File: src/rtl/gpio_pkg.sv
package gpio_pkg;
  localparam int unsigned PORT_W  = 8;
  localparam int unsigned CHG_LO  = 4;
  localparam int unsigned SYNC_N  = 2;
endpackage

File: src/rtl/gpio_sync.sv
module gpio_sync #(
  parameter int unsigned W      = 8,
  parameter int unsigned STAGES = 2
) (
  input  logic         clk_i,
  input  logic         rst_ni,
  input  logic [W-1:0] d_i,
  output logic [W-1:0] q_o
);
  logic [W-1:0] stg [STAGES];

  for (genvar s = 0; s < STAGES; s++) begin : g_stg
    always_ff @(posedge clk_i or negedge rst_ni) begin
      if (!rst_ni) stg[s] <= '0;
      else if (s == 0) stg[s] <= d_i;
      else stg[s] <= stg[(s == 0) ? 0 : s-1];
    end
  end

  assign q_o = stg[STAGES-1];
endmodule

File: src/rtl/gpio_chg_det.sv
module gpio_chg_det #(
  parameter int unsigned W = 4
) (
  input  logic         clk_i,
  input  logic         rst_ni,
  input  logic [W-1:0] pin_s_i,
  input  logic [W-1:0] in_mask_i,
  input  logic         snap_i,
  input  logic         clr_i,
  output logic         flag_o
);
  logic [W-1:0] snap_q;
  logic         mismatch;

  assign mismatch = |((pin_s_i ^ snap_q) & in_mask_i);

  always_ff @(posedge clk_i or negedge rst_ni) begin
    if (!rst_ni) snap_q <= '0;
    else if (snap_i) snap_q <= pin_s_i;
  end

  // set dominates clear
  always_ff @(posedge clk_i or negedge rst_ni) begin
    if (!rst_ni) flag_o <= 1'b0;
    else if (mismatch) flag_o <= 1'b1;
    else if (clr_i) flag_o <= 1'b0;
  end
endmodule

File: src/rtl/gpio_edge_det.sv
module gpio_edge_det (
  input  logic clk_i,
  input  logic rst_ni,
  input  logic pin_s_i,
  input  logic rise_i,
  input  logic clr_i,
  output logic flag_o
);
  logic prev_q;
  logic hit;

  assign hit = rise_i ? (pin_s_i & ~prev_q) : (~pin_s_i & prev_q);

  always_ff @(posedge clk_i or negedge rst_ni) begin
    if (!rst_ni) begin
      prev_q <= 1'b0;
      flag_o <= 1'b0;
    end else begin
      prev_q <= pin_s_i;
      if (hit) flag_o <= 1'b1;
      else if (clr_i) flag_o <= 1'b0;
    end
  end
endmodule

File: src/rtl/gpio_port_ioc.sv
module gpio_port_ioc
  import gpio_pkg::*;
#(
  parameter int unsigned W    = PORT_W,
  parameter int unsigned LO   = CHG_LO,
  parameter int unsigned SYNC = SYNC_N
) (
  input  logic         clk_i,
  input  logic         rst_ni,
  input  logic [W-1:0] wdata_i,
  input  logic         port_wr_i,
  input  logic         port_rd_i,
  input  logic         dir_wr_i,
  input  logic         dir_rd_i,
  output logic [W-1:0] rdata_o,
  input  logic         pull_en_ni,
  input  logic         edge_rise_i,
  input  logic         chg_clr_i,
  input  logic         ext_clr_i,
  input  logic [W-1:0] pin_i,
  output logic [W-1:0] pad_out_o,
  output logic [W-1:0] pad_oe_o,
  output logic [W-1:0] pad_pu_o,
  output logic         chg_flag_o,
  output logic         ext_flag_o
);
  localparam int unsigned CW = W - LO;

  logic [W-1:0] dir_q, lat_q, pin_s;

  always_ff @(posedge clk_i or negedge rst_ni) begin
    if (!rst_ni) begin
      dir_q <= '1;
      lat_q <= '0;
    end else begin
      if (dir_wr_i)  dir_q <= wdata_i;
      if (port_wr_i) lat_q <= wdata_i;
    end
  end

  gpio_sync #(.W(W), .STAGES(SYNC)) u_sync (
    .clk_i, .rst_ni, .d_i(pin_i), .q_o(pin_s)
  );

  gpio_chg_det #(.W(CW)) u_chg (
    .clk_i, .rst_ni,
    .pin_s_i  (pin_s[W-1:LO]),
    .in_mask_i(dir_q[W-1:LO]),
    .snap_i   (port_rd_i | port_wr_i),
    .clr_i    (chg_clr_i),
    .flag_o   (chg_flag_o)
  );

  gpio_edge_det u_ext (
    .clk_i, .rst_ni,
    .pin_s_i(pin_s[0]),
    .rise_i (edge_rise_i),
    .clr_i  (ext_clr_i),
    .flag_o (ext_flag_o)
  );

  always_comb begin
    if (port_rd_i)     rdata_o = pin_s;
    else if (dir_rd_i) rdata_o = dir_q;
    else               rdata_o = '0;
  end

  assign pad_out_o = lat_q;
  assign pad_oe_o  = ~dir_q;
  assign pad_pu_o  = dir_q & {W{~pull_en_ni}};
endmodule

File: config.mk
export PLATFORM = sky130hd
export DESIGN_NAME = gpio_port_ioc
export DESIGN_NICKNAME = d
export VERILOG_FILES = /design/src/rtl/gpio_pkg.sv /design/src/rtl/gpio_sync.sv /design/src/rtl/gpio_chg_det.sv /design/src/rtl/gpio_edge_det.sv /design/src/rtl/gpio_port_ioc.sv
export SDC_FILE = /design/constraint.sdc
export NUM_CORES = 1
export LEC_CHECK = 0
export ABC_AREA = 1
export BUFFER_PORTS_ARGS = -buffer_cell sky130_fd_sc_hd__buf_4
export CORE_MARGIN = 10
export CORE_UTILIZATION = 42
export DETAILED_ROUTE_END_ITERATION = 8
export GPL_TIMING_DRIVEN = 0
export PLACE_DENSITY_LB_ADDON = 0.15
export SYNTH_ARGS = -nofsm -noshare
export SYNTH_HDL_FRONTEND = slang
export SYNTH_SLANG_ARGS = --single-unit
File: constraint.sdc
create_clock -name clk_i -period 0.8 [get_ports clk_i]
set_input_delay 0.04 -clock clk_i [delete_from_list [all_inputs] [get_ports clk_i]]
set_output_delay 0.04 -clock clk_i [all_outputs]
set_load 0.02 [all_outputs]
# == Word level (Yosys, flattened, before mapping) ==
# Index checks and enable logic that the tools add are counted.
# word_totals
ff_bits,39
in_bits,26
out_inout_bits,34
elab_cells,28
# op_classes
mux,7
bitwise,10
reduce_logical,3
# op_table
cell,n
2-to-1 mux 8 bit,2
AND 8 bit,1
NOT 8 bit,1
2-to-1 mux 1 bit,5
AND 4 bit,1
nonzero test 2 bit,2
OR reduction 4 bit,1
bitwise XOR 4 bit,1
NOT 1 bit,3
AND 1 bit,2
bitwise OR 1 bit,1

# == Logic depth before layout (Yosys ltp) ==
# Gate-level depths: netlist of run 1.
# depth
ltp_word,4
ltp_mapped,6
ltp_nobuf,6

# == By module ==
# A second synthesis of run 1 with hierarchy kept.
# hier_totals
cells_unflattened,170
hier_area_um2,1590.3
# by_module_without_submodules
mod,instances,cells_per_inst,area_each_um2,seq_area_each_um2
gpio_port_ioc,1,103,790.8,410.4
gpio_sync,1,24,460.4,400.4
gpio_chg_det,1,33,255.2,125.1
gpio_edge_det,1,10,83.8,50.0

# == Least setup slack after synthesis of run 1 ==
# No wires, ideal clock.
# synth_timing
path_type,flip-flop to output port
from,register dir_q[4]
to,output rdata_o[4]
arrival_time_ps,1008
required_time_ps,760
slack_ps,-248
stages_incl_launch_ff,3
n_path_buf,0
cell_sequence,dfstp_2 inv_1 o22ai_1
# synth_via
elab_chain_len,2
# synth_rtl
item,line_no,source
start: declaration,gpio_port_ioc.sv:29,"logic [W-1:0] dir_q, lat_q, pin_s;"
start signal: assignment,gpio_port_ioc.sv:36,if (dir_wr_i) dir_q <= wdata_i;
2-to-1 mux 8 bit,gpio_port_ioc.sv:64,else if (dir_rd_i) rdata_o = dir_q;
2-to-1 mux 8 bit,gpio_port_ioc.sv:63,if (port_rd_i) rdata_o = pin_s;
end: declaration,gpio_port_ioc.sv:15,"output logic [W-1:0] rdata_o,"
# No other way between the ends.

# == Final worst setup path of run 1 ==
# Ends and elaborated chain as after synthesis.

==> metrics, run 1 <==
Area after DPL 2140 sq um; Seq cells post-synth 39; Tmin final 1290 ps; Arr. time, crit path approximately 1300 ps; Longest Clk Path Bufs 2; syn avg cell area 10.8 sq um; worst skew pair latency roughly 340 ps; main combinational cell family by area after synthesis simple AND/OR/NAND/NOR gates; final count of negative-setup-slack endpoints slightly above 40; Max-cap violations 0; global-route wire length before repair approximately 7000 um; placed cell count 240; leak pwr approximately 1.2 nW; synth top area cells dfrtp_1, dfstp_2, nand2_1; post-synthesis mux area share under 10%; Die Width 79.4 um; Remaining DRCs 0; IO buf count 57; Final Hold Fails 0; Compound-Gate Fraction of Synth Area ~7.8%; vias in the first global route 1,396; Setup crit start kind flip-flop; CP Data Required Time approximately 760 ps; Setup crit end kind output port; Reg-to-Reg Start dir_q[7]; power per cell area approximately 1800 nW/um^2; leading area contributor after synthesis dfrtp_1; Hold Startpoint port_rd_i; XOR/XNOR Fraction of Synth Area 0%; leading cell type in the layout, fill and taps excluded buf_6; Power Total ~5 mW; core area roughly 3400 sq um; worst-margin pin slew 1060 ps; Synth Area in Adders 0%; Routability Congestion a little over 0.8; ant diodes 0; CTS buffer count 5; post-synthesis sequential area ratio approximately two thirds; cell area after synthesis between 1000 and 1500 sq um; Place WS -287 ps; Pre-Repair DR Iteration Count 4; launch point of the critical path dir_q[4]; Final Cell Area 2670 sq um; IO Count 60; Initial Util roughly 44%; slew margin rel. between 20 and 30%; final net count ~250; failing checks negative setup slack; Die H between 70 and 80 um; Max VDD drop approximately 0.0013 V; Final Non-Filler Cells 274; final setup margin -489 ps; dpl hpwl between 2000 and 3000 um; vias per cell approximately 4.7; CTS tree done; H-tree Lvls 2; vias 1,297; RSZ-0062 raised after global routing true; DRT iter0 DRCs 55; clk sink count 39; status finished with violations; cells after synthesis 137; Hold WS 26.9 ps; Overall Global Routing Usage ~14%; Layout area overhead 80.3%; net count after synthesis 163; Synth top area share between 50% and 60%; largest net degree at the start of global routing 40; Root Driver clkbuf_4; final setup skew roughly 14 ps; Max Fclk 776 MHz; simple-gate share of the synthesized area between 10% and 20%; initial antenna violation count 0; Netlist cell types 17; WL final 4440 um; antenna viol nets, final 0; Critical Path Fanout Max 4; max-slew violation count 0; die area 6300 sq um; global route overflow 0; Reg clk slew, reported paths around 120 ps; worst hold path class in -> reg; critical path class reg -> out; Period Utilization, post-route 161%; most frequent cells in the layout buf_6, nand2_1, buf_4; fraction of layout cells with a size suffix above 1 about three fifths; DR WL/cell ~16 um; YS warnings 0; Rows 21
## routing by layer
layer,wire length [um],share of wire (%),up-vias,track usage [%]
li1,-,-,616,-
met1,1540,35,636,14.2
met2,2490,56,39,25.3
met3,358,8.1,6,6.53
met4,59,1.3,0,5.38
met5,0,0,-,0
## power breakdown
group	total [mW]	switching (mW)	internal (mW)
logic	1.31	0.658	0.647
clock network	1.36	0.619	0.739
registers	2.26	0.105	2.16
## worst paths after layout
kind,endpoint,cells past startpoint,slack (ps)
min in group asynchronous,u_chg.snap_q[0],2,210
worst min-delay path,u_chg.snap_q[3],4,30
worst min register to register,u_sync.q_o[4],0,340
worst max register to register,u_chg.flag_o,6,-250
max in group asynchronous,dir_q[3],2,230
worst max-delay path,rdata_o[4],3,-490
## final cells by class
cell class | count | area, sq um
plain buffers | 3 | 22.5
clock buffers | 6 | 51.3
clock inverters | 2 | 35.0
fillers | 227 | 694
inverters | 20 | 95.1
multi-input cells | 75 | 596
flip-flops and latches | 39 | 996
well taps | 46 | 57.6
repair buffers | 83 | 816
## synth_stat cells (all sizes together)
cell type,count
buf,2
o21ai,15
o22ai,5
nor2,13
nand2,30
inv,20
o221ai,1
dfrtp,31
clkbuf,1
nand3,3
mux2,8
dfstp,8
## cell families (layout without fill, tap and decap cells)
group / after synthesis / count (layout)
muxes: 8 / 8
buffers and inverters: 23 / 114
and+or+nand+nor: 46 / 46
AOI/OAI and AO/OA: 21 / 21
DFF: 39 / 39
## registers in the layout, summed over array words and instances, names as in the netlist
signal and cells:
dir_q 8, u_sync.q_o 8, u_ext.flag_o 1, u_chg.snap_q 4, u_ext.prev_q 1, u_chg.flag_o 1
u_sync.stg 8, pad_out_o 8
## critical path, stage by stage, from the launching register on
cell and delay, ps:
dfstp_2 570, inv_4 60, o22ai_4 120, buf_6 150
## what timing repair did
action / in CTS / in global routing
setup buffers: 2 / 4
setup endpoints to repair: 44 / 49
hold endpoints to repair: 64 / 0
hold buffers: 20 / 0
resized for setup: 60 / 13
pin swaps: 1 / 2
## stage by stage
step | util [%] | setup TNS, ps
after floorplan | - | -2390
after global placement | 63.6 | -4560
final | 79.4 | -11560
after global routing | 79.4 | -13530
after detailed placement | 63.6 | -5110
after CTS | 77.2 | -11740
Power figures use the tool's default switching activity.
==> run 2: changes to the inputs <==
--- a/config.mk
+++ b/config.mk
@@ -7,11 +7,12 @@
 export LEC_CHECK = 0
 export ABC_AREA = 1
 export BUFFER_PORTS_ARGS = -buffer_cell sky130_fd_sc_hd__buf_4
-export CORE_MARGIN = 10
-export CORE_UTILIZATION = 42
+export CORE_MARGIN = 2
+export CORE_UTILIZATION = 50
 export DETAILED_ROUTE_END_ITERATION = 8
 export GPL_TIMING_DRIVEN = 0
 export PLACE_DENSITY_LB_ADDON = 0.15
+export REMOVE_ABC_BUFFERS = 1
 export SYNTH_ARGS = -nofsm -noshare
 export SYNTH_HDL_FRONTEND = slang
 export SYNTH_SLANG_ARGS = --single-unit
==> constraint.sdc (replaced) <==
create_clock -name clk_i -period 1.7 [get_ports clk_i]
set_input_delay 0.085 -clock clk_i [delete_from_list [all_inputs] [get_ports clk_i]]
set_output_delay 0.085 -clock clk_i [all_outputs]
set_load 0.02 [all_outputs]
==> run 2 against run 1 <==
Effect of this change: the flow now finishes without violations; final cell count is 8.4% lower; wire length is 20% lower; clock skew is 10 ps lower; count of clock-buffer cells in the layout is 1 higher; final area is 18% lower; sequential share of layout area is 7.9 points higher; worst setup slack better by 830 ps; register-to-register slack better by 590 ps; via count is 5.0% lower; worst hold slack worse by 1.6 ps; first-iteration DRC count is 65% lower; non-clock buffer count is 8 lower.
==> metrics, run 2 (same netlist as run 1, synthesis figures left out) <==
Layout area overhead 47.3%; setup TNS 0 ps (+11,560 ps); core area 2780 sq um (-17%); fraction of layout cells with a size suffix above 1 38.2% (-21 points); layout filler cell count 187 (-18%); most frequent cells in the layout buf_4, dfrtp_1, nand2_1; status completed; ant diodes 0 (unchanged); WL final 3540 um (-20%); final setup skew 3.61 ps (-10.2 ps); Setup crit start kind flip-flop; vias 1,232 (-5.0%); worst-margin pin slew 480 ps (-583 ps); Die H 58.4 um (-26%); CTS tree done; IO buf count 59 (+3.5%); Longest Clk Path Bufs 2 (unchanged); Setup crit end kind output port; clk sink count 39 (unchanged); leading cell type in the layout, fill and taps excluded buf_4; Root Driver clkbuf_4; Reg clk slew, reported paths 110 ps (about the same); Final Cell Area 2180 sq um (-18%); initial antenna violation count 0 (unchanged); Area after DPL 1940 sq um (-9.3%); IO Count 60 (unchanged); global-route wire length before repair 5970 um (-15%); Initial Util 53.2% (+9.2 points); vias per cell 4.91 (+3.7%); Final Hold Fails 0 (unchanged); CTS buffer count 5 (unchanged); CP Data Required Time 1620 ps (+860 ps); Max Fclk 734 MHz; H-tree Lvls 2 (unchanged); worst hold path class in -> reg; Max VDD drop 0.000846 V (-33%); global route overflow 0 (unchanged); Tmin final 1360 ps; Critical Path Fanout Max 4 (unchanged); Remaining DRCs 0 (unchanged); vias in the first global route 1,346 (-3.6%); Max-cap violations 0 (unchanged); Overall Global Routing Usage 24.3% (+10 points); final count of negative-setup-slack endpoints 0 (-100%); dpl hpwl 2400 um (-19%); antenna viol nets, final 0 (unchanged); slew margin rel. 68.0% (+39 points); placed cell count 224 (-6.7%); Die Width 58.4 um (-26%); DR WL/cell 14.1 um (-13%); Rows 19 (-9.5%); Pre-Repair DR Iteration Count 4 (unchanged); power per cell area 887 nW/um^2 (-52%); Arr. time, crit path 1280 ps (+30 ps); die area 3410 sq um (-46%); largest net degree at the start of global routing 40 (unchanged); RSZ-0062 raised after global routing false; final net count 245 (-3.2%); max-slew violation count 0 (unchanged); Final Non-Filler Cells 251 (-8.4%); Routability Congestion 0.693 (-15%); DRT iter0 DRCs 19 (-65%); Period Utilization, post-route between 80% and 90%; worst skew pair latency 350 ps (about the same); leak pwr 1.10 nW (-9.9%); critical path class reg -> out
-- run 2: repair_timing --
item                                   CTS  global route
endpoints found under the hold margin   56             0
setup buffers                            0             0
resized for setup                        0             0
hold buffers                            19             0
-- run 2: metal layers --
| metal | vias to the layer above | track usage [%] | share of wire, % |
|---|---|---|---|
| li1 | 594 | - | - |
| met1 | 582 | 26.2 | 38 |
| met2 | 46 | 43.2 | 52 |
| met3 | 10 | 6.81 | 6.7 |
| met4 | 0 | 12.3 | 2.8 |
| met5 | - | 0 | 0 |
-- run 2: per-stage QoR --
stage               total power [mW]  hold WS (ps)  util (%)  worst slack [ps]
finish                          1.93          25.3      78.4               338
global route                    2.03          18.4      78.4               247
CTS                             1.95          8.47      78.4               323
detailed placement              1.47          82.5      69.7               718
global placement                1.45          74.8      69.7               722
floorplan                       1.25          -211         -               607
-- run 2: cell type report --
class,count,area [sq um],share of cell area [%]
flip-flops and latches,39,986,45.2
repair buffers,78,633,29.0
multi-input cells,75,397,18.2
inverters,20,75.1,3.44
clock buffers,7,45.0,2.07
well taps,31,38.8,1.78
clock inverters,1,5.00,0.230
-- run 2: path summary, 6_finish.rpt --
check                      depth (start not counted)            from              to  slack [ps]
min in group asynchronous                          2          rst_ni  u_sync.stg[12]         230
hold reg to reg                                    0  u_sync.stg[15]   u_sync.q_o[7]         360
setup reg to reg                                   5   u_sync.q_o[0]    u_ext.flag_o         340
max in group asynchronous                          2          rst_ni        dir_q[1]        1110
setup / recovery                                   3        dir_q[5]      rdata_o[5]         340
hold / removal                                     2        dir_wr_i        dir_q[0]          30
-- run 2: worst max-delay path, stage by stage (launching register included) --
cell and delay [ps]:
dfstp_2 550, inv_1 80, o22ai_1 140, buf_4 160
-- run 2: power by group --
part | internal, mW | total [mW] | switching (mW)
Sequential | 1.01 | 1.04 | 0.0347
Combinational | 0.204 | 0.441 | 0.237
Clock | 0.161 | 0.447 | 0.285
==> run 3: changes to the inputs <==
--- a/config.mk
+++ b/config.mk
@@ -8,7 +8,7 @@
 export ABC_AREA = 1
 export BUFFER_PORTS_ARGS = -buffer_cell sky130_fd_sc_hd__buf_4
 export CORE_MARGIN = 2
-export CORE_UTILIZATION = 50
+export CORE_UTILIZATION = 47
 export DETAILED_ROUTE_END_ITERATION = 8
 export GPL_TIMING_DRIVEN = 0
 export PLACE_DENSITY_LB_ADDON = 0.15
==> constraint.sdc (replaced) <==
create_clock -name clk_i -period 1.3 [get_ports clk_i]
set_input_delay 0.065 -clock clk_i [delete_from_list [all_inputs] [get_ports clk_i]]
set_output_delay 0.065 -clock clk_i [all_outputs]
set_load 0.02 [all_outputs]
==> run 3 against run 2 <==
Effect of this change: die area rose by 5.9%; clock skew rose by 12 ps; critical path depth did not move; wire length fell by 0.51%; combinational power rose by 38%; sequential share of layout area fell by 1.8 points; worst setup slack got worse by 300 ps; register-to-register slack got worse by 70 ps; final cell count rose by 6.0%; worst hold slack got worse by 20 ps; sequential power rose by 32%.
==> metrics, run 3 (same netlist as run 1, synthesis figures left out) <==
power per cell area 1120 nW/um^2 (+27%); global-route wire length before repair 5360 um (-10%); Root Driver clkbuf_4; max-slew violation count 0 (unchanged); core area 3030 sq um (+8.9%); Max Fclk around 790 MHz; critical path class reg -> out; CTS tree done; Overall Global Routing Usage 21.4% (-2.9 points); Die Width 60.1 um (+2.9%); FF-to-FF setup slack 270 ps (-70 ps); final net count 247 (+0.82%); final count of negative-setup-slack endpoints 0 (unchanged); IO Count 60 (unchanged); DRT iter0 DRCs 28 (+9); Reg clk slew, reported paths 110 ps (about the same); IO buf count 59 (unchanged); worst hold path class in -> reg; Critical Path Fanout Max 4 (unchanged); Longest Clk Path Bufs 2 (unchanged); slew margin rel. 68.7% (+0.64 points); leak pwr 1.12 nW (+1.4%); Setup crit start kind flip-flop; final setup margin 32.9 ps (-305 ps); Hold WS 5.43 ps (-19.9 ps); initial antenna violation count 0 (unchanged); worst-margin pin slew 470 ps (-9.67 ps); setup TNS 0 ps (unchanged); RSZ-0062 raised after global routing true; final core occ 75.0% (-3.4 points); fraction of layout cells with a size suffix above 1 46.4% (+8.2 points); critical path's slowest cell dfstp_2; Die H 60.1 um (+2.9%); DR WL/cell 13.2 um (-6.1%); final setup skew 16.1 ps (+12.5 ps); H-tree Lvls 2 (unchanged); most frequent cells in the layout buf_4, dfrtp_1, nand2_1; Initial Util 48.9% (-4.3 points); global route overflow 0 (unchanged); vias in the first global route 1,196 (-11%); ant diodes 0 (unchanged); largest net degree at the start of global routing 40 (unchanged); Routability Congestion 0.787 (+14%); worst skew pair latency 340 ps (about the same); WL final 3520 um (-0.51%); vias 1,236 (+0.32%); Tmin final between 1000 and 1500 ps; Place WS 346 ps (-372 ps); Setup crit end kind output port; Rows 20 (+1); antenna viol nets, final 0 (unchanged); crit path cell chain inv_4, o22ai_2, buf_6; dpl hpwl 2390 um (-0.49%); Power Total 2.55 mW (+32%); Layout area overhead 53.3%; Remaining DRCs 0 (unchanged); vias per cell 4.65 (-5.3%); clk sink count 39 (unchanged); Final Hold Fails 0 (unchanged); CP Data Required Time 1240 ps (-380 ps); status completed; Arr. time, crit path 1200 ps (-80 ps); Pre-Repair DR Iteration Count 4 (unchanged); die area 3610 sq um (+5.9%); delay of the slowest critical-path stage 580 ps (+30 ps); Max-cap violations 0 (unchanged); leading cell type in the layout, fill and taps excluded buf_4; Period Utilization, post-route a little over nine tenths; CTS buffer count 5 (unchanged); Max VDD drop 0.000792 V (-6.4%)
[run 3: cell count changes in the layout (fill, tap and decap cells not counted), sizes merged]
cell | before | now
clkbuf | 7 | 8
clkinv | 1 | 0
buf | 59 | 61
[run 3: worst paths after layout]
check / start / endpoint / cells past startpoint
worst max-delay path: dir_q[4] / rdata_o[4] / 3
worst min-delay path: dir_wr_i / dir_q[0] / 2
max in group asynchronous: rst_ni / dir_q[1] / 2
worst max register to register: dir_q[4] / dir_q[4] / 3
min in group asynchronous: rst_ni / u_chg.snap_q[0] / 2
worst min register to register: u_sync.stg[13] / u_sync.q_o[5] / 0
[run 3: area by class of cell]
| class | instances | area, sq um |
|---|---|---|
| Tap cell | 44 | 55.1 |
| Clock buffer | 8 | 48.8 |
| Timing Repair Buffer | 80 | 659 |
| Sequential cell | 39 | 986 |
| Multi-Input combinational cell | 75 | 440 |
| Fill cell | 220 | 758 |
| Inverter | 20 | 80.1 |
[run 3: where the power goes]
part           switching [mW]  internal, mW  leakage (nW)  total [mW]
sequential             0.0507          1.32         0.446        1.37
combinational           0.323         0.287         0.643       0.610
clock                   0.354         0.216        0.0265       0.570
[run 3: through the flow]
| stage | cell area (sq um) | std cells |
|---|---|---|
| global placement | 1960 | 237 |
| floorplan | 1460 | 134 |
| finish | 2270 | 266 |
| global route | 2270 | 266 |
| CTS | 2190 | 264 |
| detailed placement | 1960 | 237 |
[run 3: what timing repair did]
| action | CTS | global route |
|---|---|---|
| endpoints found under the setup margin | 6 | 14 |
| endpoints found under the hold margin | 56 | 0 |
| pin swaps | 6 | 7 |
| resized for setup | 2 | 21 |
| buffers inserted | 0 | 2 |
| hold buffers | 19 | 0 |
[run 3: metal layers]
metal,up-vias,routed length (um),GRT usage (%),share of wire [%]
li1,603,-,-,-
met1,584,1450,25.2,41
met2,42,1830,36.5,52
met3,7,197,5.41,5.6
met4,0,45,9.52,1.3
met5,-,0,0,0
[run 3: worst max-delay path, delay by kind of cell (launching register included)]
family	cells	cell delay [ps]
AO/OA/AOI/OAI	1	120
buffers and inverters	2	190
flip-flops	1	580
